File: config.mk
export PLATFORM = sky130hd
export DESIGN_NAME = guard_timer_apb
export DESIGN_NICKNAME = d
export VERILOG_FILES = /design/src/rtl/wdt_pkg.sv /design/src/rtl/wdt_downcount.sv /design/src/rtl/wdt_fsm.sv /design/src/rtl/wdt_regs.sv /design/src/rtl/guard_timer_apb.sv
export SDC_FILE = /design/constraint.sdc
export NUM_CORES = 1
export LEC_CHECK = 0
export CELL_PAD_IN_SITES_DETAIL_PLACEMENT = 1
export CELL_PAD_IN_SITES_GLOBAL_PLACEMENT = 1
export CORE_MARGIN = 2
export CORE_UTILIZATION = 36
export DETAILED_ROUTE_END_ITERATION = 10
export PLACE_DENSITY = 0.87
export SYNTH_ARGS = -nofsm -noshare
export SYNTH_HDL_FRONTEND = slang
export SYNTH_SLANG_ARGS = --single-unit
File: constraint.sdc
create_clock -name pclk -period 2.9 [get_ports pclk]
set_clock_uncertainty 0.2 [all_clocks]
set_input_delay 0.435 -clock pclk [delete_from_list [all_inputs] [get_ports pclk]]
set_output_delay 0.435 -clock pclk [all_outputs]
set_load 0.01 [all_outputs]
File: src/rtl/wdt_pkg.sv
package wdt_pkg;
    localparam int unsigned AW = 12;
    localparam int unsigned DW = 32;

    localparam logic [AW-1:0] OFS_LOAD  = 12'h000;
    localparam logic [AW-1:0] OFS_VALUE = 12'h004;
    localparam logic [AW-1:0] OFS_CTRL  = 12'h008;
    localparam logic [AW-1:0] OFS_ICLR  = 12'h00C;
    localparam logic [AW-1:0] OFS_RAW   = 12'h010;
    localparam logic [AW-1:0] OFS_MSK   = 12'h014;
    localparam logic [AW-1:0] OFS_TEST  = 12'h418;
    localparam logic [AW-1:0] OFS_LOCK  = 12'hC00;
    localparam logic [AW-1:0] OFS_ITEN  = 12'hF00;
    localparam logic [AW-1:0] OFS_ITOUT = 12'hF04;
    localparam logic [AW-1:0] OFS_ID0   = 12'hFD0;
    localparam int unsigned   ID_WORDS  = 12;

    localparam logic [DW-1:0] UNLOCK_KEY = 32'h1ACCE551;

    typedef enum logic [1:0] {
        ST_QUIET   = 2'd0,
        ST_PENDING = 2'd1,
        ST_BITE    = 2'd2
    } wd_state_e;

    // Identification byte for word idx of the bank, chosen by build variant.
    function automatic logic [7:0] id_byte(input logic alt, input int unsigned idx);
        logic [7:0] b;
        case (idx)
            0:       b = alt ? 8'h00 : 8'h04;
            4:       b = alt ? 8'h05 : 8'h24;
            5:       b = alt ? 8'h18 : 8'hB8;
            6:       b = alt ? 8'h18 : 8'h1B;
            7:       b = alt ? 8'h01 : 8'h00;
            8:       b = 8'h0D;
            9:       b = 8'hF0;
            10:      b = 8'h05;
            11:      b = 8'hB1;
            default: b = 8'h00;
        endcase
        return b;
    endfunction
endpackage

File: src/rtl/wdt_downcount.sv
module wdt_downcount #(
    parameter int unsigned W = 32
) (
    input  logic         clk,
    input  logic         rst_n,
    input  logic         tick,
    input  logic         ld_wr,
    input  logic [W-1:0] ld_val,
    input  logic [W-1:0] reload_val,
    output logic [W-1:0] count,
    output logic         expire
);
    localparam logic [W-1:0] ONE = W'(1);

    assign expire = tick && (count == '0);

    always_ff @(posedge clk or negedge rst_n) begin
        if (!rst_n)       count <= '1;
        else if (ld_wr)   count <= ld_val;
        else if (expire)  count <= reload_val;
        else if (tick)    count <= count - ONE;
    end


    reload_chk: assert property (@(posedge clk) disable iff (!rst_n)
        expire && !ld_wr |=> count == $past(reload_val));

    step_chk: assert property (@(posedge clk) disable iff (!rst_n)
        tick && count != '0 && !ld_wr |=> count == $past(count) - ONE);

    load_chk: assert property (@(posedge clk) disable iff (!rst_n)
        ld_wr |=> count == $past(ld_val));
endmodule

File: src/rtl/wdt_fsm.sv
module wdt_fsm
    import wdt_pkg::*;
(
    input  logic clk,
    input  logic rst_n,
    input  logic expire,
    input  logic clr_req,
    input  logic bite_en,
    output logic raw_flag,
    output logic bite
);
    wd_state_e state, state_nx;

    always_ff @(posedge clk or negedge rst_n) begin
        if (!rst_n) state <= ST_QUIET;
        else        state <= state_nx;
    end

    always_comb begin
        state_nx = state;
        unique case (state)
            ST_QUIET:   if (expire) state_nx = ST_PENDING;
            ST_PENDING: begin
                if (expire && bite_en) state_nx = ST_BITE;
                else if (expire)       state_nx = ST_PENDING;
                else if (clr_req)      state_nx = ST_QUIET;
            end
            ST_BITE:    state_nx = ST_BITE;
            default:    state_nx = ST_QUIET;
        endcase
    end

    always_comb begin
        raw_flag = (state == ST_PENDING) || (state == ST_BITE);
        bite     = (state == ST_BITE);
    end


    bite_sticky_chk: assert property (@(posedge clk) disable iff (!rst_n)
        bite |=> bite && raw_flag);

    clear_chk: assert property (@(posedge clk) disable iff (!rst_n)
        raw_flag && !bite && clr_req && !expire |=> !raw_flag);

    set_chk: assert property (@(posedge clk) disable iff (!rst_n)
        expire |=> raw_flag);
endmodule

File: src/rtl/wdt_regs.sv
module wdt_regs
    import wdt_pkg::*;
#(
    parameter bit          ALT = 1'b0,
    parameter int unsigned W   = 32
) (
    input  logic          clk,
    input  logic          rst_n,
    input  logic          psel,
    input  logic          penable,
    input  logic          pwrite,
    input  logic [AW-1:0] paddr,
    input  logic [DW-1:0] pwdata,
    input  logic [W-1:0]  count,
    input  logic          raw_flag,
    output logic [DW-1:0] prdata,
    output logic [W-1:0]  load_q,
    output logic          ien,
    output logic          ren,
    output logic          ld_wr,
    output logic          clr_wr,
    output logic          ovr_en,
    output logic          ovr_irq,
    output logic          ovr_rst
);
    localparam int unsigned IDX_W = $clog2(ID_WORDS) + 1;

    logic wr_en, acc, locked, ctrl_ok;

    assign wr_en  = psel && penable && pwrite;
    assign acc    = wr_en && !locked;
    assign ld_wr  = acc && (paddr == OFS_LOAD);
    assign clr_wr = acc && (paddr == OFS_ICLR);

    generate
        if (ALT) begin : g_alt
            assign ctrl_ok = !ien;
            assign ovr_en  = 1'b0;
            assign ovr_irq = 1'b0;
            assign ovr_rst = 1'b0;
        end else begin : g_base
            logic it_en_q;
            logic [1:0] it_out_q;
            assign ctrl_ok = 1'b1;
            always_ff @(posedge clk or negedge rst_n) begin
                if (!rst_n) begin
                    it_en_q  <= 1'b0;
                    it_out_q <= 2'b00;
                end else begin
                    if (acc && paddr == OFS_ITEN)  it_en_q  <= pwdata[0];
                    if (acc && paddr == OFS_ITOUT) it_out_q <= pwdata[1:0];
                end
            end
            assign ovr_en  = it_en_q;
            assign ovr_irq = it_out_q[0];
            assign ovr_rst = it_out_q[1];
        end
    endgenerate

    always_ff @(posedge clk or negedge rst_n) begin
        if (!rst_n) begin
            load_q <= '1;
            ien    <= 1'b0;
            ren    <= 1'b0;
            locked <= 1'b0;
        end else begin
            if (ld_wr) load_q <= pwdata[W-1:0];
            if (acc && paddr == OFS_CTRL && ctrl_ok) begin
                ien <= pwdata[0];
                ren <= pwdata[1];
            end
            if (wr_en && paddr == OFS_LOCK) locked <= (pwdata != UNLOCK_KEY);
        end
    end

    logic [IDX_W-1:0] id_idx;
    logic             id_hit;
    logic [AW-1:0]    id_ofs;
    assign id_ofs = paddr - OFS_ID0;
    assign id_hit = (paddr >= OFS_ID0) && (paddr[1:0] == 2'b00);
    assign id_idx = IDX_W'(id_ofs >> 2);

    always_comb begin
        prdata = '0;
        if (id_hit) begin
            prdata = DW'(id_byte(ALT, int'(id_idx)));
        end else begin
            case (paddr)
                OFS_LOAD:  prdata = DW'(load_q);
                OFS_VALUE: prdata = DW'(count);
                OFS_CTRL:  prdata = DW'({ren, ien});
                OFS_RAW:   prdata = DW'(raw_flag);
                OFS_MSK:   prdata = DW'(raw_flag && ien);
                OFS_LOCK:  prdata = DW'(locked);
                OFS_ITEN:  prdata = DW'(ovr_en);
                default:   prdata = '0;
            endcase
        end
    end


    locked_hold_chk: assert property (@(posedge clk) disable iff (!rst_n)
        locked && wr_en && paddr != OFS_LOCK |=> $stable(load_q) && $stable(ien) && $stable(ren));

    unlock_chk: assert property (@(posedge clk) disable iff (!rst_n)
        wr_en && paddr == OFS_LOCK && pwdata == UNLOCK_KEY |=> prdata == '0 || paddr != OFS_LOCK);

    generate
        if (ALT) begin : g_alt_chk

            ctrl_freeze_chk: assert property (@(posedge clk) disable iff (!rst_n)
                ien |=> ien && $stable(ren));
        end
    endgenerate
endmodule

File: src/rtl/guard_timer_apb.sv
module guard_timer_apb
    import wdt_pkg::*;
#(
    parameter bit          ALT_VARIANT = 1'b0,
    parameter int unsigned CNT_W       = 32
) (
    input  logic          pclk,
    input  logic          presetn,
    input  logic          psel,
    input  logic          penable,
    input  logic          pwrite,
    input  logic [11:0]   paddr,
    input  logic [31:0]   pwdata,
    output logic [31:0]   prdata,
    input  logic          tick_en,
    output logic          wdog_irq,
    output logic          wdog_rst
);
    logic [CNT_W-1:0] count, load_q;
    logic ien, ren, ld_wr, clr_wr, ovr_en, ovr_irq, ovr_rst;
    logic expire, raw_flag, bite;

    wdt_regs #(.ALT(ALT_VARIANT), .W(CNT_W)) u_regs (
        .clk(pclk), .rst_n(presetn), .psel(psel), .penable(penable),
        .pwrite(pwrite), .paddr(paddr), .pwdata(pwdata), .count(count),
        .raw_flag(raw_flag), .prdata(prdata), .load_q(load_q), .ien(ien),
        .ren(ren), .ld_wr(ld_wr), .clr_wr(clr_wr), .ovr_en(ovr_en),
        .ovr_irq(ovr_irq), .ovr_rst(ovr_rst)
    );

    wdt_downcount #(.W(CNT_W)) u_cnt (
        .clk(pclk), .rst_n(presetn), .tick(tick_en && ien), .ld_wr(ld_wr),
        .ld_val(pwdata[CNT_W-1:0]), .reload_val(load_q), .count(count),
        .expire(expire)
    );

    wdt_fsm u_fsm (
        .clk(pclk), .rst_n(presetn), .expire(expire), .clr_req(clr_wr),
        .bite_en(ren), .raw_flag(raw_flag), .bite(bite)
    );

    always_comb begin
        wdog_irq = ovr_en ? ovr_irq : (raw_flag && ien);
        wdog_rst = ovr_en ? ovr_rst : bite;
    end


    ovr_chk: assert property (@(posedge pclk) disable iff (!presetn)
        ovr_en |-> wdog_irq == ovr_irq && wdog_rst == ovr_rst);

    irq_src_chk: assert property (@(posedge pclk) disable iff (!presetn)
        !ovr_en && !raw_flag |-> !wdog_irq);
endmodule

## After elaboration in Yosys (flattened, before gate mapping)

Memory sizes are Yosys's and may differ from the RTL's.
Index checks and enable logic that the tools add are counted.

| word-level totals | value |
|---|---|
| bits in registers | 72 |
| memory bits (read-only) | 128 |
| input bits | 50 |
| output and inout port bits | 34 |
| logic and storage cells | 60 |
| memories | 1 |

Memory list:

| memory | depth | bits a word | rd ports | clocked after Yosys merged registers in | write ports | line | source |
|---|---|---|---|---|---|---|---|
| (name not given) | 16 | 8 | 1 | 0 | 0 | wdt_pkg.sv:29 | `case (idx)` |

| operators by class | value |
|---|---|
| $add $sub $neg | 2 |
| order comparisons | 1 |
| eq/ne operators | 13 |
| muxes and demuxes | 13 |
| reduce and logical (&&, ||, !) cells | 22 |

Operators by type and width:

| kind | count |
|---|---|
| case mux 32 bit (7 select lines) | 1 |
| 2-to-1 mux 32 bit | 4 |
| == test 12 bit (second input constant) | 3 |
| zero test 32 bit | 1 |
| != test 32 x 29 -> 1 bit (second input constant) | 1 |
| subtractor 32 x 1 -> 32 bit (second input constant) | 1 |
| == test 12 x 4 -> 1 bit (second input constant) | 2 |
| == test 12 x 5 -> 1 bit (second input constant) | 2 |
| logical AND 1 bit | 14 |
| == test 12 x 3 -> 1 bit (second input constant) | 1 |
| greater-or-equal comparator 12 bit (second input constant) | 1 |
| zero test 12 bit | 1 |
| 2-to-1 mux 2 bit | 4 |
| 2-to-1 mux 8 bit | 1 |
| subtractor 7 bit (second input constant) | 1 |
| case mux 2 bit (3 select lines) | 1 |
| zero test 2 bit | 2 |
| != test 4 x 2 -> 1 bit (second input constant) | 1 |
| nonzero test 3 bit | 1 |
| == test 2 x 1 -> 1 bit (second input constant) | 1 |
| == test 2 bit (second input constant) | 1 |
| 2-to-1 mux 1 bit | 2 |
| != test 2 x 1 -> 1 bit (second input constant) | 1 |
| AND reduction 2 bit | 1 |
| 2 further kinds | 2 |

## Logic depth before layout (Yosys ltp)

Gate-level depths: netlist of the first run.

| depth | value |
|---|---|
| word-level depth | 8 |
| gate-level depth with buffers | 11 |
| depth with buffers taken out | 8 |

## Hierarchy

From an unflattened synthesis of the first run, not the netlist that was laid out.

| second synthesis, totals | value |
|---|---|
| cell total of the unflattened synthesis | 510 |
| area total of the unflattened synthesis | 5038.6 um^2 |

By module, submodules not included:

| module | instances | cells an instance | area each (um^2) |
|---|---|---|---|
| wdt_downcount | 1 | 286 | 2432.3 |
| wdt_regs | 1 | 201 | 2389.8 |
| wdt_fsm | 1 | 18 | 182.7 |
| guard_timer_apb | 1 | 5 | 33.8 |

## Worst setup path after synthesis of the first run

OpenSTA, ideal clock, no wires.

| path | value |
|---|---|
| kind | input -> output |
| start | input port paddr[4] |
| end | output port prdata[2] |
| arrival time | 2.395 ns |
| setup slack | -0.130 ns |
| stages on the path | 9 |
| buffers on the path | 2 |
| cell sequence | inv_1 ha_1 or3b_2 nor3_1 and3_1 clkbuf_1 clkbuf_1 a22oi_1 o21ai_0 |

| between the ends | value |
|---|---|
| cells in the longest elaborated chain, start to end | 4 |
| elaborated cells between the ends (all ways) | 14 |
| those cells by class | add/sub: 1; order compare: 1; eq/ne: 6; mux: 3; reduce/logical: 2; memory: 1 |

RTL lines:

| what | line | source |
|---|---|---|
| start: declaration | guard_timer_apb.sv:12 | `input logic [11:0] paddr,` |
| subtractor 7 bit | wdt_regs.sv:79 | `assign id_ofs = paddr - OFS_ID0;` |
| memory read (16 x 8 bit) | - |  |
| 2-to-1 mux 8 bit | wdt_pkg.sv:29 |  |
| 2-to-1 mux 32 bit (*) | wdt_regs.sv:85 | `if (id_hit) begin` |
| end: declaration | guard_timer_apb.sv:14 | `output logic [31:0] prdata,` |

Mark *: on every way between the ends. The rest lies on a longest branch, timed or not.

## Final worst setup path of the first run

| path | value |
|---|---|
| start | input port paddr[4] |
| end | output port prdata[1] |

The elaborated chain is that of the path after synthesis.

==> results of run 1 <==
==> cells in the mapped netlist, types with 2 or more instances <==
cell / n
o31ai_1: 3
a22o_1: 24
and3_1: 3
a221o_1: 3
or3_1: 4
nor4_1: 14
or4_4: 2
mux2_2: 6
nor2b_1: 3
o221ai_1: 2
o31a_1: 2
ha_1: 13
o211ai_1: 16
inv_1: 11
dfrtp_1: 8
xor2_1: 4
dfstp_2: 64
o21a_1: 4
o2111ai_1: 4
o311ai_0: 7
nor3_1: 18
or4_1: 12
a31oi_1: 9
nor4bb_1: 5
buf_2: 5
clkbuf_1: 28
nor4b_1: 4
nand2b_1: 2
o21ai_0: 25
nand4_1: 11
a22oi_1: 4
a21oi_1: 26
or3b_2: 2
nand3b_1: 2
nor2_1: 36
nand2_1: 142
xnor2_1: 3
o22ai_1: 2
nand3_1: 23
==> flip-flops by register name (all words and copies together) (netlist names) <==
| name | cells |
|---|---|
| u_regs.g_base.it_out_q | 2 |
| u_regs.locked | 1 |
| u_cnt.count | 32 |
| u_regs.ren | 1 |
| u_fsm.state | 2 |
| u_regs.load_q | 32 |
| u_regs.ien | 1 |
| u_regs.ovr_en | 1 |
==> metal layers <==
| layer | GRT usage (%) | share of wire, % | vias up | wire length, um |
|---|---|---|---|---|
| met1 | 39.1 | 37 | 2966 | 9220 |
| met4 | 20.4 | 7.0 | 0 | 1720 |
| met3 | 7.53 | 8.6 | 140 | 2120 |
| met2 | 52.6 | 47 | 415 | 11600 |
| met5 | 0 | 0 | - | 0 |
| li1 | - | - | 2449 | - |
==> path summary, 6_finish.rpt <==
check / start / end / depth (start not counted)
max in group asynchronous: presetn / u_regs.load_q[10] / 3
min reg2reg: u_regs.load_q[28] / u_regs.load_q[28] / 2
max: paddr[4] / prdata[1] / 14
max reg2reg: u_cnt.count[0] / u_cnt.count[5] / 9
min: u_regs.load_q[28] / u_regs.load_q[28] / 2
min in group asynchronous: presetn / u_regs.g_base.it_out_q[0] / 2
==> final cells by class <==
class | instances | area (um^2) | share of cell area [%]
multi-input cells | 452 | 2830 | 39.9
flip-flops and latches | 72 | 1880 | 26.5
repair buffers | 202 | 1840 | 25.9
clock buffers | 12 | 256 | 3.61
well taps | 172 | 215 | 3.03
inverters | 11 | 46.3 | 0.652
clock inverters | 4 | 27.5 | 0.388
==> worst reg2reg max path: stages (launching register included) <==
cell       delay (ns)
dfstp_2          0.38
inv_2            0.09
ha_4             0.14
or4b_4           0.48
or4_4            0.44
or3_4            0.46
buf_6            0.15
clkbuf_16        0.15
o21ai_0          0.20
a21boi_0         0.15
==> per-stage QoR <==
stage,util [%],setup WS (ns),cells
6_report,56.1,-0.0265,925
5_1_grt,56.1,-0.0937,925
4_1_cts,55.1,-0.0280,919
3_5_place_dp,50.9,-0.841,884
3_3_place_gp,50.9,-0.735,884
2_1_floorplan,-,-0.0218,569
==> placed cells by master (no fill, tap or decap), types with 5 or more instances in the layout <==
cell	instances
nand2_1	139
o311ai_0	5
nor3_1	16
inv_1	5
nor4bb_1	5
buf_4	93
buf_2	33
mux2_2	6
ha_1	8
nor4_2	5
buf_6	8
clkbuf_16	11
nand3_1	22
buf_12	13
a22o_1	24
or4_1	8
dfrtp_1	8
o21ai_0	22
o211ai_1	16
dfstp_2	64
nor2_1	34
a31oi_1	7
clkdlybuf4s50_1	41
a21oi_1	24
or4_4	6
nor4_1	9
nand4_1	11
==> logic make-up after synthesis <==
group	synth area share (%)
DFF	40.1
AOI/OAI and AO/OA	20.0
xor gates and xnor gates	1.31
muxes	1.44
and+or+nand+nor	29.8
adders and majority gates	3.46
buffers and inverters	3.89
==> where the power goes <==
group	leakage [nW]	internal, mW	total (mW)	switching (mW)
Clock	0.143	0.629	1.12	0.488
Sequential	0.768	1.01	1.02	0.00296
Combinational	2.19	0.117	0.228	0.111
==> repair_timing <==
action | CTS | global route
gates resized for setup | 167 | 42
pin swaps | 11 | 21
hold endpoints to repair | 8 | 0
hold buffers | 1 | 0
endpoints found under the setup margin | 64 | 57
gates cloned | 4 | 2
buffers inserted | 14 | 6
==> flow_metrics.py, run 1 <==
metrics = {
    "sta": {
        "drv_slew": 0,
        "fmaxAchievable_mhz": 342,
        "fin_crit_sh_pct": 101,
        "fin_ws_ns": -0.0265,
        "setup_tns_ns": -0.0464,
        "max-slew-margin-rel_pct": 60.8,
        "min_period_ns": 2.93,
        "holdWs_ns": 0.273,
        "tightestPinTransition_ns": 0.583,
        "setup_violations": 3,
        "hold_viol_final": 0,
    },
    "worst_setup_path": {
        "cp_max_fo": 5,
        "worstPathArrival_ns": 2.29,
        "cp_cell_sequence": "buf_6 -> inv_4 -> buf_4 -> buf_4 -> buf_4 -> buf_4 -> buf_4 -> ha_2 -> nor2b_1 -> nand4_1 -> buf_4 -> o22ai_1 -> a221o_1 -> buf_2",
        "cp_top_family": "buffers and inverters",
        "cp_slowest_cell": "buf_4",
        "critPathRequiredTime_ns": 2.27,
        "rrSetupSlack_ns": -0.01,
        "path_class": "primary input to output port",
        "path_common_cell": "buf_4",
        "startpoint_type": "primary input",
        "critical-path-max-stage-delay_ns": 0.20,
        "worst-path-buf-inv": 9,
        "cp-end-kind": "output port",
    },
    "global_route": {
        "antenna_found_initial": 0,
        "grt-ovfl-total": 0,
        "grt_max_degree": 33,
        "grt_pass1_wl_um": 35300,
        "grt_use_total_pct": 32.6,
        "grt_pass1_vias": 6231,
    },
    "run_status": {
        "violations": "negative setup slack",
        "status": "complete, but fails checks",
    },
    "route": {
        "vias_per_cell": 6.45,
        "detail-route-antenna-nets": 0,
        "route.detailed.drc": 0,
        "via_count": 5970,
        "avgRoutedWirePerCell_um": 26.7,
        "drt-total-wl_um": 24700,
        "drt_first_iter_violations": 712,
        "dr.pass1.iters": 6,
    },
    "die": {
        "die_area_mm2": 0.0140,
        "rows": 41,
        "die_w_um": 118,
        "ioPinCount": 84,
        "coreArea_mm2": 0.0127,
        "initial_core_util_pct": 37.0,
        "die_y_um": 118,
    },
    "placement": {
        "place.gp.congestion": 0.880,
        "dpl_cell_area_mm2": 0.00644,
        "io_buffer_count": 83,
        "hpwl_um": 14300,
    },
    "logic_synthesis": {
        "syn_area_per_cell_um2": 8.25,
        "synth_top_cell_by_area": "dfstp_2",
        "syn_nets": 632,
        "ys.flop_type": "dfstp_2",
        "syn-cell-area_mm2": 0.00469,
        "ys_seq_area_share_pct": 40.1,
        "yosys.area.top_type_share_pct": 35.8,
        "synth-async-reset-ratio_pct": 100,
        "synthDistinctLibCells": 52,
        "synth_edf_count": 0,
        "yosysWarningCount": 0,
        "synthTopCellsByArea": "dfstp_2, nand2_1, a22o_1",
        "ys_seq_elements": 72,
        "postSynthCellCount": 569,
    },
    "clock_tree": {
        "worstSkewPairLatency_ns": 0.36,
        "clock_path_buffers": 2,
        "cts_htree_levels": 3,
        "cts.sinks": 72,
        "cts_buffers": 9,
        "cts_tree": "built",
        "clkTransAtPathRegs_ns": 0.06,
        "root_buffer": "clkbuf_16",
    },
    "pwr": {
        "peakVddDrop_mv": 0.243,
        "powerDensity_mw_per_mm2": 332,
        "p_leak_nw": 3.10,
        "total_power_mw": 2.36,
    },
    "cells_and_area": {
        "fill_cells": 1499,
        "drive_above_1_share_pct": 38.0,
        "diodes": 0,
        "synthToLayoutAreaGrowth_pct": 51.3,
        "stdcell_area_mm2": 0.00710,
        "final_nets": 811,
    },
    "job": {
        "maxCapViolations": 0,
    },
    "min_path": {
        "worst_hold_path_type": "flip-flop to flip-flop",
    },
}
Power figures use the tool's default switching activity.
==> run 2, diff against run 1 <==
--- a/config.mk
+++ b/config.mk
@@ -5,6 +5,7 @@
 export SDC_FILE = /design/constraint.sdc
 export NUM_CORES = 1
 export LEC_CHECK = 0
+export ABC_AREA = 0
 export CELL_PAD_IN_SITES_DETAIL_PLACEMENT = 1
 export CELL_PAD_IN_SITES_GLOBAL_PLACEMENT = 1
 export CORE_MARGIN = 2
==> results of run 2 <==
Final layout, timing and power as in run 1 (identical DEF).
==> run 3, diff against run 2 <==
--- a/config.mk
+++ b/config.mk
@@ -12,6 +12,8 @@
 export CORE_UTILIZATION = 36
 export DETAILED_ROUTE_END_ITERATION = 10
 export PLACE_DENSITY = 0.87
+export SKIP_CTS_REPAIR_TIMING = 1
+export SLEW_MARGIN = 10
 export SYNTH_ARGS = -nofsm -noshare
 export SYNTH_HDL_FRONTEND = slang
 export SYNTH_SLANG_ARGS = --single-unit
==> flow_metrics.py, run 3 (synthesis gave the netlist of run 1 again) <==
metrics = {
    "route": {
        "drt_first_iter_violations": 568,
        "detail-route-antenna-nets": 0,
        "avgRoutedWirePerCell_um": 24.1,
        "dr_wl_met2_um": 10600,
        "wl_met3_um": 1660,
        "dr.pass1.iters": 5,
        "drt-total-wl_um": 22100,
        "route.detailed.drc": 0,
        "vias_per_cell": 6.24,
        "wl_met1_um": 8740,
        "top_layer": "met4",
        "via_count": 5726,
    },
    "cells_and_area": {
        "final_nets": 804,
        "reg_top3": "u_cnt.count: 32 flops, u_regs.load_q: 32 flops",
        "layout_common_cells": "nand2_1, buf_4, dfstp_2",
        "diodes": 0,
        "drive_above_1_share_pct": 35.5,
        "final_common_cell": "nand2_1",
        "synthToLayoutAreaGrowth_pct": 48.0,
    },
    "worst_setup_path": {
        "reg2reg_to": "u_cnt.count[5]",
        "cp-end-kind": "output port",
        "critPathRequiredTime_ns": 2.27,
        "startpoint_type": "primary input",
        "reg2regPathDepth": 7,
        "worstPathArrival_ns": 2.38,
        "cp_max_fo": 8,
        "rr_startpoint": "u_cnt.count[11]",
        "rrSetupSlack_ns": -0.01,
        "path_class": "primary input to output port",
        "cp-endpoint": "prdata[0]",
        "crit_path_start": "paddr[5]",
    },
    "pwr": {
        "p_leak_nw": 3.07,
        "powerDensity_mw_per_mm2": 334,
        "peakVddDrop_mv": 0.207,
    },
    "die": {
        "die_y_um": 118,
        "rows": 41,
        "die_w_um": 118,
        "ioPinCount": 84,
        "initial_core_util_pct": 37.0,
        "die_area_mm2": 0.0140,
        "coreArea_mm2": 0.0127,
    },
    "placement": {
        "hpwl_um": 14300,
        "io_buffer_count": 83,
        "dp_slack_ns": -0.841,
        "place.gp.congestion": 0.880,
    },
    "sta": {
        "hold_viol_final": 0,
        "max-slew-margin-rel_pct": 48.9,
        "tightestPinTransition_ns": 0.763,
        "fin_crit_sh_pct": 104,
        "setup_tns_ns": -1.03,
        "setup_violations": 31,
        "drv_slew": 0,
        "fmaxAchievable_mhz": 331,
        "rsz0062_at_grt": "yes",
        "fin_ws_ns": -0.118,
        "min_period_ns": 3.02,
    },
    "clock_tree": {
        "cts.sinks": 72,
        "cts_buffers": 9,
        "cts_htree_levels": 3,
        "cts_tree": "built",
        "clkTransAtPathRegs_ns": 0.06,
        "root_buffer": "clkbuf_16",
        "clock_path_buffers": 2,
        "worstSkewPairLatency_ns": 0.35,
    },
    "job": {
        "maxCapViolations": 0,
    },
    "global_route": {
        "grt_use_total_pct": 27.9,
        "grt_pass1_vias": 5732,
        "grt-ovfl-total": 0,
        "grt_pass1_wl_um": 30900,
        "antenna_found_initial": 0,
        "grt_max_degree": 33,
    },
    "run_status": {
        "violations": "negative setup slack",
        "status": "complete, but fails checks",
    },
    "min_path": {
        "hold_start": "u_regs.load_q[14]",
        "worst_hold_path_type": "flip-flop to flip-flop",
    },
}
==> run 3: worst min path at each step <==
stage | endpoint | cells past startpoint
after floorplan | u_fsm.state[0] | 0
after global placement | u_regs.g_base.it_out_q[1] | 1
after detailed placement | u_fsm.state[1] | 1
after CTS | u_regs.g_base.it_out_q[1] | 1
after global routing | u_regs.load_q[25] | 2
final | u_regs.load_q[14] | 2
==> run 3: area by class of cell <==
type	instances	area (um^2)
tap	172	215
fill	1505	5720
clock inverter	4	27.5
inverter	11	46.3
multi-input combinational	452	2790
clock buffer	12	256
timing repair buffer	195	1740
sequential	72	1880
==> run 3: worst max-delay path, stage by stage <==
cell	delay, ns
buf_6	0.10
inv_4	0.05
ha_4	0.12
or3b_4	0.39
nor3_4	0.29
buf_4	0.16
and3_4	0.24
clkbuf_16	0.19
nand2_1	0.11
o2111ai_2	0.10
buf_2	0.18
==> run 3: routing by layer <==
metal  up-vias  GRT usage (%)
met4         0           11.7
met5         -              0
met1      2868           36.2
met3        93           3.91
li1       2439              -
met2       326           46.6
==> run 3: where the power goes <==
part	switching [mW]	internal (mW)
registers	0.00274	1.01
clock network	0.462	0.628
logic	0.100	0.113
==> run 3: per-stage QoR <==
stage / power (mW) / util (%) / hold slack [ns] / instance area, um^2 / std cells
finish: 2.32 / 54.8 / 0.273 / 6950 / 918
global route: 2.39 / 54.8 / 0.296 / 6950 / 918
floorplan: 1.07 / - / -0.0606 / 4720 / 569
CTS: 2.31 / 53.1 / -0.176 / 6730 / 900
detailed placement: 1.22 / 50.9 / 0.184 / 6440 / 884
global placement: 1.21 / 50.9 / 0.172 / 6440 / 884
